<file path="config.mk">
export PLATFORM = sky130hd
export DESIGN_NAME = stackwalk_prefetch
export DESIGN_NICKNAME = d
export VERILOG_FILES = /design/src/rtl/swp_pkg.sv /design/src/rtl/swp_walk_fsm.sv /design/src/rtl/swp_pick_range.sv /design/src/rtl/swp_req_fifo.sv /design/src/rtl/stackwalk_prefetch.sv
export SDC_FILE = /design/constraint.sdc
export NUM_CORES = 2
export LEC_CHECK = 0
export ABC_CLOCK_PERIOD_IN_PS = 9800
export BUFFER_PORTS_ARGS = -buffer_cell sky130_fd_sc_hd__clkbuf_2
export CAP_MARGIN = 20
export CORE_UTILIZATION = 30
export CTS_CLUSTER_SIZE = 28
export DETAILED_ROUTE_END_ITERATION = 7
export MAX_ROUTING_LAYER = met4
export PLACE_DENSITY = 0.42
export SKIP_LAST_GASP = 1
export SLEW_MARGIN = 20
export SYNTH_ARGS = -nofsm -noshare
export SYNTH_HDL_FRONTEND = slang
export SYNTH_HIERARCHICAL = 1
export SYNTH_SLANG_ARGS = --single-unit
</file>
<file path="constraint.sdc">
create_clock -name clk -period 9.8 [get_ports clk]
set_input_delay 0.49 -clock clk [delete_from_list [all_inputs] [get_ports clk]]
set_output_delay 0.49 -clock clk [all_outputs]
set_load 0.01 [all_outputs]
</file>
<file path="src/rtl/swp_pkg.sv">
package swp_pkg;

    // Per-thread walk state, driven by the push/pop sequence of that thread
    typedef enum logic [1:0] {
        ST_IDLE       = 2'd0,
        ST_AFTER_PUSH = 2'd1,
        ST_POP_STREAK = 2'd2
    } walk_state_e;

endpackage

</file>
<file path="src/rtl/swp_walk_fsm.sv">
module swp_walk_fsm
    import swp_pkg::*;
(
    input  logic clk,
    input  logic rst_n,
    input  logic do_push,    // accepted push to this thread
    input  logic do_pop,     // accepted pop from this thread
    input  logic last_entry, // the pop removes the final entry
    output logic upward      // this pop is a climb: generate prefetches
);

    walk_state_e state_q;
    walk_state_e state_d;

    always_ff @(posedge clk or negedge rst_n) begin
        if (!rst_n) begin
            state_q <= ST_IDLE;
        end else begin
            state_q <= state_d;
        end
    end

    always_comb begin
        state_d = state_q;
        unique case (state_q)
            ST_IDLE: begin
                if (do_push) begin
                    state_d = ST_AFTER_PUSH;
                end
            end
            ST_AFTER_PUSH: begin
                if (do_pop) begin
                    state_d = last_entry ? ST_IDLE : ST_POP_STREAK;
                end
            end
            ST_POP_STREAK: begin
                if (do_push) begin
                    state_d = ST_AFTER_PUSH;
                end else if (do_pop && last_entry) begin
                    state_d = ST_IDLE;
                end
            end
            default: begin
                state_d = ST_IDLE;
            end
        endcase
    end

    always_comb begin
        upward = do_pop && (state_q == ST_POP_STREAK);
    end

endmodule

</file>
<file path="src/rtl/swp_pick_range.sv">
module swp_pick_range #(
    parameter int DEPTH     = 8,
    parameter int INTENSITY = 2,
    localparam int CNT_W    = $clog2(DEPTH + 1),
    localparam int K_W      = $clog2(INTENSITY + 1)
) (
    input  logic [CNT_W-1:0] new_cnt,  // occupancy after the pop
    input  logic [CNT_W-1:0] mark,     // lowest slot already requested this streak
    output logic [CNT_W-1:0] top_lim,  // one above the first slot to request
    output logic [CNT_W-1:0] low,      // lowest slot in the window
    output logic [K_W-1:0]   num       // number of slots to request
);

    localparam logic [CNT_W-1:0] INT_C = CNT_W'(INTENSITY);

    always_comb begin
        low     = (new_cnt >= INT_C) ? (new_cnt - INT_C) : '0;
        top_lim = (mark < new_cnt) ? mark : new_cnt;
        num     = (top_lim > low) ? K_W'(top_lim - low) : '0;
    end

endmodule

</file>
<file path="src/rtl/swp_req_fifo.sv">
module swp_req_fifo #(
    parameter int ADDR_W    = 32,
    parameter int TID_W     = 2,
    parameter int FD        = 4,   // power of two, at least 2
    parameter int NW        = 2,   // writes per cycle
    localparam int PTR_W    = $clog2(FD),
    localparam int FCNT_W   = $clog2(FD + 1),
    localparam int K_W      = $clog2(NW + 1),
    localparam int SUM_W    = ((FCNT_W > K_W) ? FCNT_W : K_W) + 1
) (
    input  logic                       clk,
    input  logic                       rst_n,
    input  logic [K_W-1:0]             wr_num,
    input  logic [NW-1:0][ADDR_W-1:0]  wr_addr,
    input  logic [NW-1:0][TID_W-1:0]   wr_tid,
    input  logic                       rd_ready,
    output logic                       rd_valid,
    output logic [ADDR_W-1:0]          rd_addr,
    output logic [TID_W-1:0]           rd_tid
);

    logic [ADDR_W-1:0] mem_addr_q [FD];
    logic [TID_W-1:0]  mem_tid_q  [FD];
    logic [PTR_W-1:0]  wptr_q;
    logic [PTR_W-1:0]  rptr_q;
    logic [FCNT_W-1:0] count_q;
    logic [SUM_W-1:0]  free_slots;
    logic [SUM_W-1:0]  accepted;
    logic              rd_fire;

    always_comb begin
        rd_fire    = (count_q != '0) && rd_ready;
        free_slots = SUM_W'(FD) - SUM_W'(count_q);
        accepted   = (SUM_W'(wr_num) > free_slots) ? free_slots : SUM_W'(wr_num);
    end

    always_ff @(posedge clk or negedge rst_n) begin
        if (!rst_n) begin
            wptr_q  <= '0;
            rptr_q  <= '0;
            count_q <= '0;
            for (int i = 0; i < FD; i++) begin
                mem_addr_q[i] <= '0;
                mem_tid_q[i]  <= '0;
            end
        end else begin
            for (int j = 0; j < NW; j++) begin
                if (SUM_W'(j) < accepted) begin
                    mem_addr_q[wptr_q + PTR_W'(j)] <= wr_addr[j];
                    mem_tid_q[wptr_q + PTR_W'(j)]  <= wr_tid[j];
                end
            end
            wptr_q  <= wptr_q + PTR_W'(accepted);
            rptr_q  <= rptr_q + PTR_W'(rd_fire);
            count_q <= FCNT_W'(SUM_W'(count_q) + accepted - SUM_W'(rd_fire));
        end
    end

    always_comb begin
        rd_valid = (count_q != '0);
        rd_addr  = mem_addr_q[rptr_q];
        rd_tid   = mem_tid_q[rptr_q];
    end

endmodule

</file>
<file path="src/rtl/stackwalk_prefetch.sv">
module stackwalk_prefetch #(
    parameter int ADDR_W        = 32,
    parameter int THREADS       = 4,
    parameter int DEPTH         = 8,
    parameter int INTENSITY     = 2,
    parameter int PF_FIFO_DEPTH = 4,
    localparam int TID_W        = $clog2(THREADS)
) (
    input  logic              clk,
    input  logic              rst_n,
    input  logic              push_valid,
    input  logic [TID_W-1:0]  push_tid,
    input  logic [ADDR_W-1:0] push_addr,
    input  logic              pop_valid,
    input  logic [TID_W-1:0]  pop_tid,
    output logic              demand_valid,
    output logic [ADDR_W-1:0] demand_addr,
    output logic [TID_W-1:0]  demand_tid,
    output logic              pf_valid,
    input  logic              pf_ready,
    output logic [ADDR_W-1:0] pf_addr,
    output logic [TID_W-1:0]  pf_tid,
    output logic              overflow,
    output logic              underflow,
    output logic              conflict_err
);

    localparam int CNT_W = $clog2(DEPTH + 1);
    localparam int IDX_W = $clog2(DEPTH);
    localparam int K_W   = $clog2(INTENSITY + 1);
    localparam logic [CNT_W-1:0] DEPTH_C = CNT_W'(DEPTH);

    // Stack storage, occupancy and streak marker per thread
    logic [ADDR_W-1:0] stk_q  [THREADS][DEPTH];
    logic [CNT_W-1:0]  cnt_q  [THREADS];
    logic [CNT_W-1:0]  mark_q [THREADS];

    logic              same_thread;
    logic              push_full;
    logic              pop_empty;
    logic              push_ok;
    logic              pop_ok;
    logic [CNT_W-1:0]  new_cnt;
    logic [IDX_W-1:0]  top_idx;

    logic [THREADS-1:0] fsm_push;
    logic [THREADS-1:0] fsm_pop;
    logic [THREADS-1:0] fsm_last;
    logic [THREADS-1:0] fsm_up;
    logic               upward;

    logic [CNT_W-1:0]  top_lim;
    logic [CNT_W-1:0]  win_low;
    logic [K_W-1:0]    win_num;
    logic [K_W-1:0]    fire_num;
    logic [INTENSITY-1:0][ADDR_W-1:0] pf_wr_addr;
    logic [INTENSITY-1:0][TID_W-1:0]  pf_wr_tid;

    logic              demand_valid_q;
    logic [ADDR_W-1:0] demand_addr_q;
    logic [TID_W-1:0]  demand_tid_q;
    logic              overflow_q;
    logic              underflow_q;
    logic              conflict_q;

    // Request qualification
    always_comb begin
        same_thread = push_valid && pop_valid && (push_tid == pop_tid);
        push_full   = (cnt_q[push_tid] == DEPTH_C);
        pop_empty   = (cnt_q[pop_tid] == '0);
        push_ok     = push_valid && !same_thread && !push_full;
        pop_ok      = pop_valid && !same_thread && !pop_empty;
        new_cnt     = cnt_q[pop_tid] - CNT_W'(1);
        top_idx     = IDX_W'(new_cnt);
    end

    // One walk machine per thread
    for (genvar t = 0; t < THREADS; t++) begin : g_walk
        assign fsm_push[t] = push_ok && (push_tid == TID_W'(t));
        assign fsm_pop[t]  = pop_ok && (pop_tid == TID_W'(t));
        assign fsm_last[t] = (cnt_q[t] == CNT_W'(1));

        swp_walk_fsm walk_i (
            .clk        (clk),
            .rst_n      (rst_n),
            .do_push    (fsm_push[t]),
            .do_pop     (fsm_pop[t]),
            .last_entry (fsm_last[t]),
            .upward     (fsm_up[t])
        );
    end

    assign upward = fsm_up[pop_tid];

    swp_pick_range #(
        .DEPTH     (DEPTH),
        .INTENSITY (INTENSITY)
    ) range_i (
        .new_cnt (new_cnt),
        .mark    (mark_q[pop_tid]),
        .top_lim (top_lim),
        .low     (win_low),
        .num     (win_num)
    );

    // Gather prefetch addresses from the popped thread's stack
    always_comb begin
        logic [CNT_W-1:0] slot;
        fire_num = upward ? win_num : '0;
        for (int j = 0; j < INTENSITY; j++) begin
            slot          = top_lim - CNT_W'(j + 1);
            pf_wr_addr[j] = (K_W'(j) < win_num) ? stk_q[pop_tid][IDX_W'(slot)] : '0;
            pf_wr_tid[j]  = pop_tid;
        end
    end

    swp_req_fifo #(
        .ADDR_W (ADDR_W),
        .TID_W  (TID_W),
        .FD     (PF_FIFO_DEPTH),
        .NW     (INTENSITY)
    ) fifo_i (
        .clk      (clk),
        .rst_n    (rst_n),
        .wr_num   (fire_num),
        .wr_addr  (pf_wr_addr),
        .wr_tid   (pf_wr_tid),
        .rd_ready (pf_ready),
        .rd_valid (pf_valid),
        .rd_addr  (pf_addr),
        .rd_tid   (pf_tid)
    );

    // Stack, marker, demand and flag registers
    always_ff @(posedge clk or negedge rst_n) begin
        if (!rst_n) begin
            for (int t = 0; t < THREADS; t++) begin
                cnt_q[t]  <= '0;
                mark_q[t] <= DEPTH_C;
                for (int d = 0; d < DEPTH; d++) begin
                    stk_q[t][d] <= '0;
                end
            end
            demand_valid_q <= 1'b0;
            demand_addr_q  <= '0;
            demand_tid_q   <= '0;
            overflow_q     <= 1'b0;
            underflow_q    <= 1'b0;
            conflict_q     <= 1'b0;
        end else begin
            demand_valid_q <= pop_ok;
            if (pop_ok) begin
                demand_addr_q   <= stk_q[pop_tid][top_idx];
                demand_tid_q    <= pop_tid;
                cnt_q[pop_tid]  <= new_cnt;
                if (!upward) begin
                    mark_q[pop_tid] <= DEPTH_C;
                end else if (win_num != '0) begin
                    mark_q[pop_tid] <= win_low;
                end
            end
            if (push_ok) begin
                stk_q[push_tid][IDX_W'(cnt_q[push_tid])] <= push_addr;
                cnt_q[push_tid]  <= cnt_q[push_tid] + CNT_W'(1);
                mark_q[push_tid] <= DEPTH_C;
            end
            if (push_valid && !same_thread && push_full) begin
                overflow_q <= 1'b1;
            end
            if (pop_valid && !same_thread && pop_empty) begin
                underflow_q <= 1'b1;
            end
            if (same_thread) begin
                conflict_q <= 1'b1;
            end
        end
    end

    assign demand_valid = demand_valid_q;
    assign demand_addr  = demand_addr_q;
    assign demand_tid   = demand_tid_q;
    assign overflow     = overflow_q;
    assign underflow    = underflow_q;
    assign conflict_err = conflict_q;

endmodule

</file>
==> metrics.md <==
| Metric | Value |
|---|---|
| R2r endpoint | `fifo_i/count_q[2]` |
| Num Clock Sinks | `1245` |
| Mapped Cells | `4390` |
| FFs w/ async S/R, synth | `1.00` |
| Net Count, Synth | `4454` |
| Setup violators final | `0` |
| Share of cells above drive strength 1 | `0.437` |
| Synth area leader | `dfrtp_1` |
| Seq/Total Area, Yosys | `0.496` |
| Critical Path Most Common Cell | `inv_1` |
| Total grt overflow | `0` |
| M1 GR Usage | `0.305` |
| Estimated wirelength of the detail-placed design | `125000 microns` |
| Max stage delay on crit path | `0.85 ns` |
| Top delay family on crit path | `adder cells` |
| Register area | `0.0312 sq mm` |
| MaxCap Viol Count | `0` |
| Clk Latency, worst-skew pair | `0.80 ns` |
| Nets | `4408` |
| Hold Slack | `0.0516 ns` |
| Actual slew at the worst max-slew pin | `1.30 ns` |
| Row cnt | `167` |
| Fmax | `136 MHz` |
| H-tree lvl count | `4` |
| CP max-delay cell | `mux4_4` |
| Crit path DAT | `8.06 ns` |
| Filler cell count | `20200` |
| Reg2reg start | `cnt_q[0]` |
| Floorplan die height | `460 microns` |
| Hold Fails Final Rpt | `0` |
| DR DRC count | `0` |
| RSZ-0062 raised after global routing | `no` |
| DIE WIDTH | `460 microns` |
| Drt initial violations | `2885` |
| Area of the multi-input gates | `0.0298 sq mm` |
| Critical path class | `reg -> reg` |
| Buf/Inv on CP | `7` |
| Crit end category | `flop` |
| Pre-antenna DRT Iters | `6` |
| Dominant cells by area after synthesis | `dfrtp_1, mux2_2, mux4_2` |
| Gpl congestion | `0.750` |
| TritonCTS Buffers | `149` |
| Slew margin rel. | `0.129` |
| Initial Util | `0.303` |
| Post-Syn Area | `0.0629 sq mm` |
| # IOs | `114` |
| First-pass GRT wire length | `319000 microns` |
| Final instance area | `0.0711 sq mm` |
| Clock Pin Slew Worst Setup and Hold Paths | `0.06 ns` |
| Min cycle time layout | `7.38 ns` |
| Vias in the first global route | `40100` |
| CP Depth | `29` |
| Critical Path End | `fifo_i/count_q[2]` |
| Most Crowded Layer GR | `met2` |
| CP Max Fanout | `15` |
| Area Overhead vs Synth | `13.2%` |
| CTS tree | `done` |
| Worst Path Required | `10.48 ns` |
| Avg Cell Area, Syn | `14.3 sq um` |
| Placed Instances | `6979` |
| Static leakage | `0.0318 uW` |
| Post-synth EDFFs | `0` |
| Initial antenna violation count | `19` |
| Top_reg_cell synth | `dfrtp_1` |
| Startpoint types | `flop` |
| Post-synthesis cell type count | `79` |
| Worst reg2reg setup slack | `2.42 ns` |
| Period utilization | `0.753` |
| Status | `complete, no violations` |
| Critical path origin | `cnt_q[0]` |
| Worst reg2reg path depth | `29` |
| PwrDens | `396 mW/mm^2` |
| Clock root cell | `clkbuf_16` |
| Worst min path class | `in -> reg` |
| Peak supply drop | `0.640 mV` |
| WL/cell | `30.7 microns` |
| Routed vias/inst | `5.37` |
| Yosys top cell area share | `0.494` |
| Vias | `38900` |
| Largest net degree at the start of global routing | `159` |
| Detail Route Antenna Nets | `0` |
| Placed standard-cell area | `0.0661 sq mm` |
| Core box area | `0.208 sq mm` |
| Total GRT Usage | `0.218` |
| Skew final | `0.0257 ns` |
| Die area | `0.211 sq mm` |
| Slew Viols, Final | `0` |
| Yosys warning total | `6` |
| Max clock buf depth | `3` |
| #FFs+latches synth | `1245` |
| Setup tns final | `0 ns` |
| Finished Layout Cells | `7251` |
| Met3 Use GR | `0.0283` |
| GRT met2 Usage | `0.336` |
| Port Buf Inserts | `113` |
| Routed WL | `223000 microns` |
-- routing by layer --
metal,wire [microns],up-vias
met1,105000,21400
met3,9330,265
met2,104000,936
met4,4400,0
li1,-,16300
met5,0,-
-- cells in the final DEF (no fill, tap or decap), drive strengths merged, types with 9 or more instances in the layout --
cell type,instances
nor2,159
ha,21
and2,11
a31oi,75
a221oi,38
buf,106
dfrtp,1241
a21boi,13
o21ai,28
clkbuf,331
mux2i,268
clkinv,33
inv,34
a21oi,126
o21a,19
nand2,272
a22oi,28
nand3,19
o22ai,21
mux2,1068
nor4b,9
nor3,11
a22o,32
mux4,391
-- cell families after synthesis --
family          Yosys count  share of synthesized area
compound gates          405                     0.0429
xor+xnor                 13                    0.00181
fa+ha+maj                24                    0.00498
buf+inv                 449                     0.0358
flops                  1245                      0.496
mux                    1727                      0.381
simple gates            527                     0.0376
-- per-stage QoR --
step / util / setup WS (ns) / total power (uW)
2_1_floorplan: - / 2.56 / 16300
3_3_place_gp: 0.318 / 1.75 / 22400
3_5_place_dp: 0.318 / 1.67 / 22500
4_1_cts: 0.342 / 2.41 / 28300
5_1_grt: 0.342 / 1.84 / 29400
6_report: 0.343 / 2.42 / 28200
-- cell usage after synthesis (12+ instances only) --
master	instances
mux2_2	893
o21a_1	19
a22oi_1	28
buf_2	54
ha_1	21
mux2_4	123
inv_1	30
buf_12	22
o22ai_1	21
clkbuf_1	220
a221oi_1	38
a31oi_1	75
buf_1	100
a21oi_1	125
a21boi_0	12
nor2_1	158
nand2_1	272
mux4_2	391
nand3_1	19
a22o_1	32
buf_6	15
mux2_1	52
mux2i_1	268
o21ai_0	25
dfrtp_1	1241
-- worst reg2reg max path, delay by kind of cell (launching register included) --
family	cells	cell delay, ns
flip-flops	1	0.42
buffers and inverters	7	0.94
adder cells (fa/ha/maj)	9	2.67
AND/OR/NAND/NOR	4	1.02
AO/OA/AOI/OAI	4	0.67
XOR/XNOR	2	0.26
multiplexers	3	1.28
-- registers in the layout (all words and copies together), names as in the netlist, 2 cells and up --
register	count
stk_q	1024
fifo_i/mem_addr_q	128
demand_addr	32
cnt_q	16
mark_q	16
fifo_i/mem_tid_q	8
g_walk.walk_i/state_q	8
fifo_i/count_q	3
demand_tid	2
fifo_i/rptr_q	2
fifo_i/wptr_q	2
-- power by group --
part	leakage [uW]	switching [uW]	total, uW	internal, uW
combinational	0.0131	8670	14200	5530
clock	0.00247	2320	5700	3370
sequential	0.0162	1060	8280	7210
-- final cells by class --
| cell class | instances | share of cell area |
|---|---|---|
| repair buffers | 218 | 0.0218 |
| clock buffers | 220 | 0.0630 |
| diodes | 8 | 0.000281 |
| multi-input cells | 2696 | 0.419 |
| inverters | 34 | 0.00188 |
| flip-flops and latches | 1245 | 0.438 |
| well taps | 2788 | 0.0490 |
| clock inverters | 42 | 0.00691 |
-- what timing repair did --
action / in CTS / in global routing
hold buffers: 1 / 0
resized for setup: 0 / 0
buffers inserted: 0 / 0
setup endpoints to repair: 0 / 0
endpoints found under the hold margin: 127 / 0
-- how the worst min path moves through the flow --
stage | startpoint | endpoint | slack (ns) | cells after the start
final | push_valid | conflict_err | 0.05 | 3
after global routing | pop_valid | conflict_err | 0.05 | 3
after CTS | push_valid | conflict_err | 0.002 | 3
after detailed placement | stk_q[787] | stk_q[787] | 0.47 | 1
after global placement | stk_q[788] | stk_q[788] | 0.46 | 1
after floorplan | rst_n | cnt_q[0] | 0.19 | 0
(Power assumes the default switching activity.)
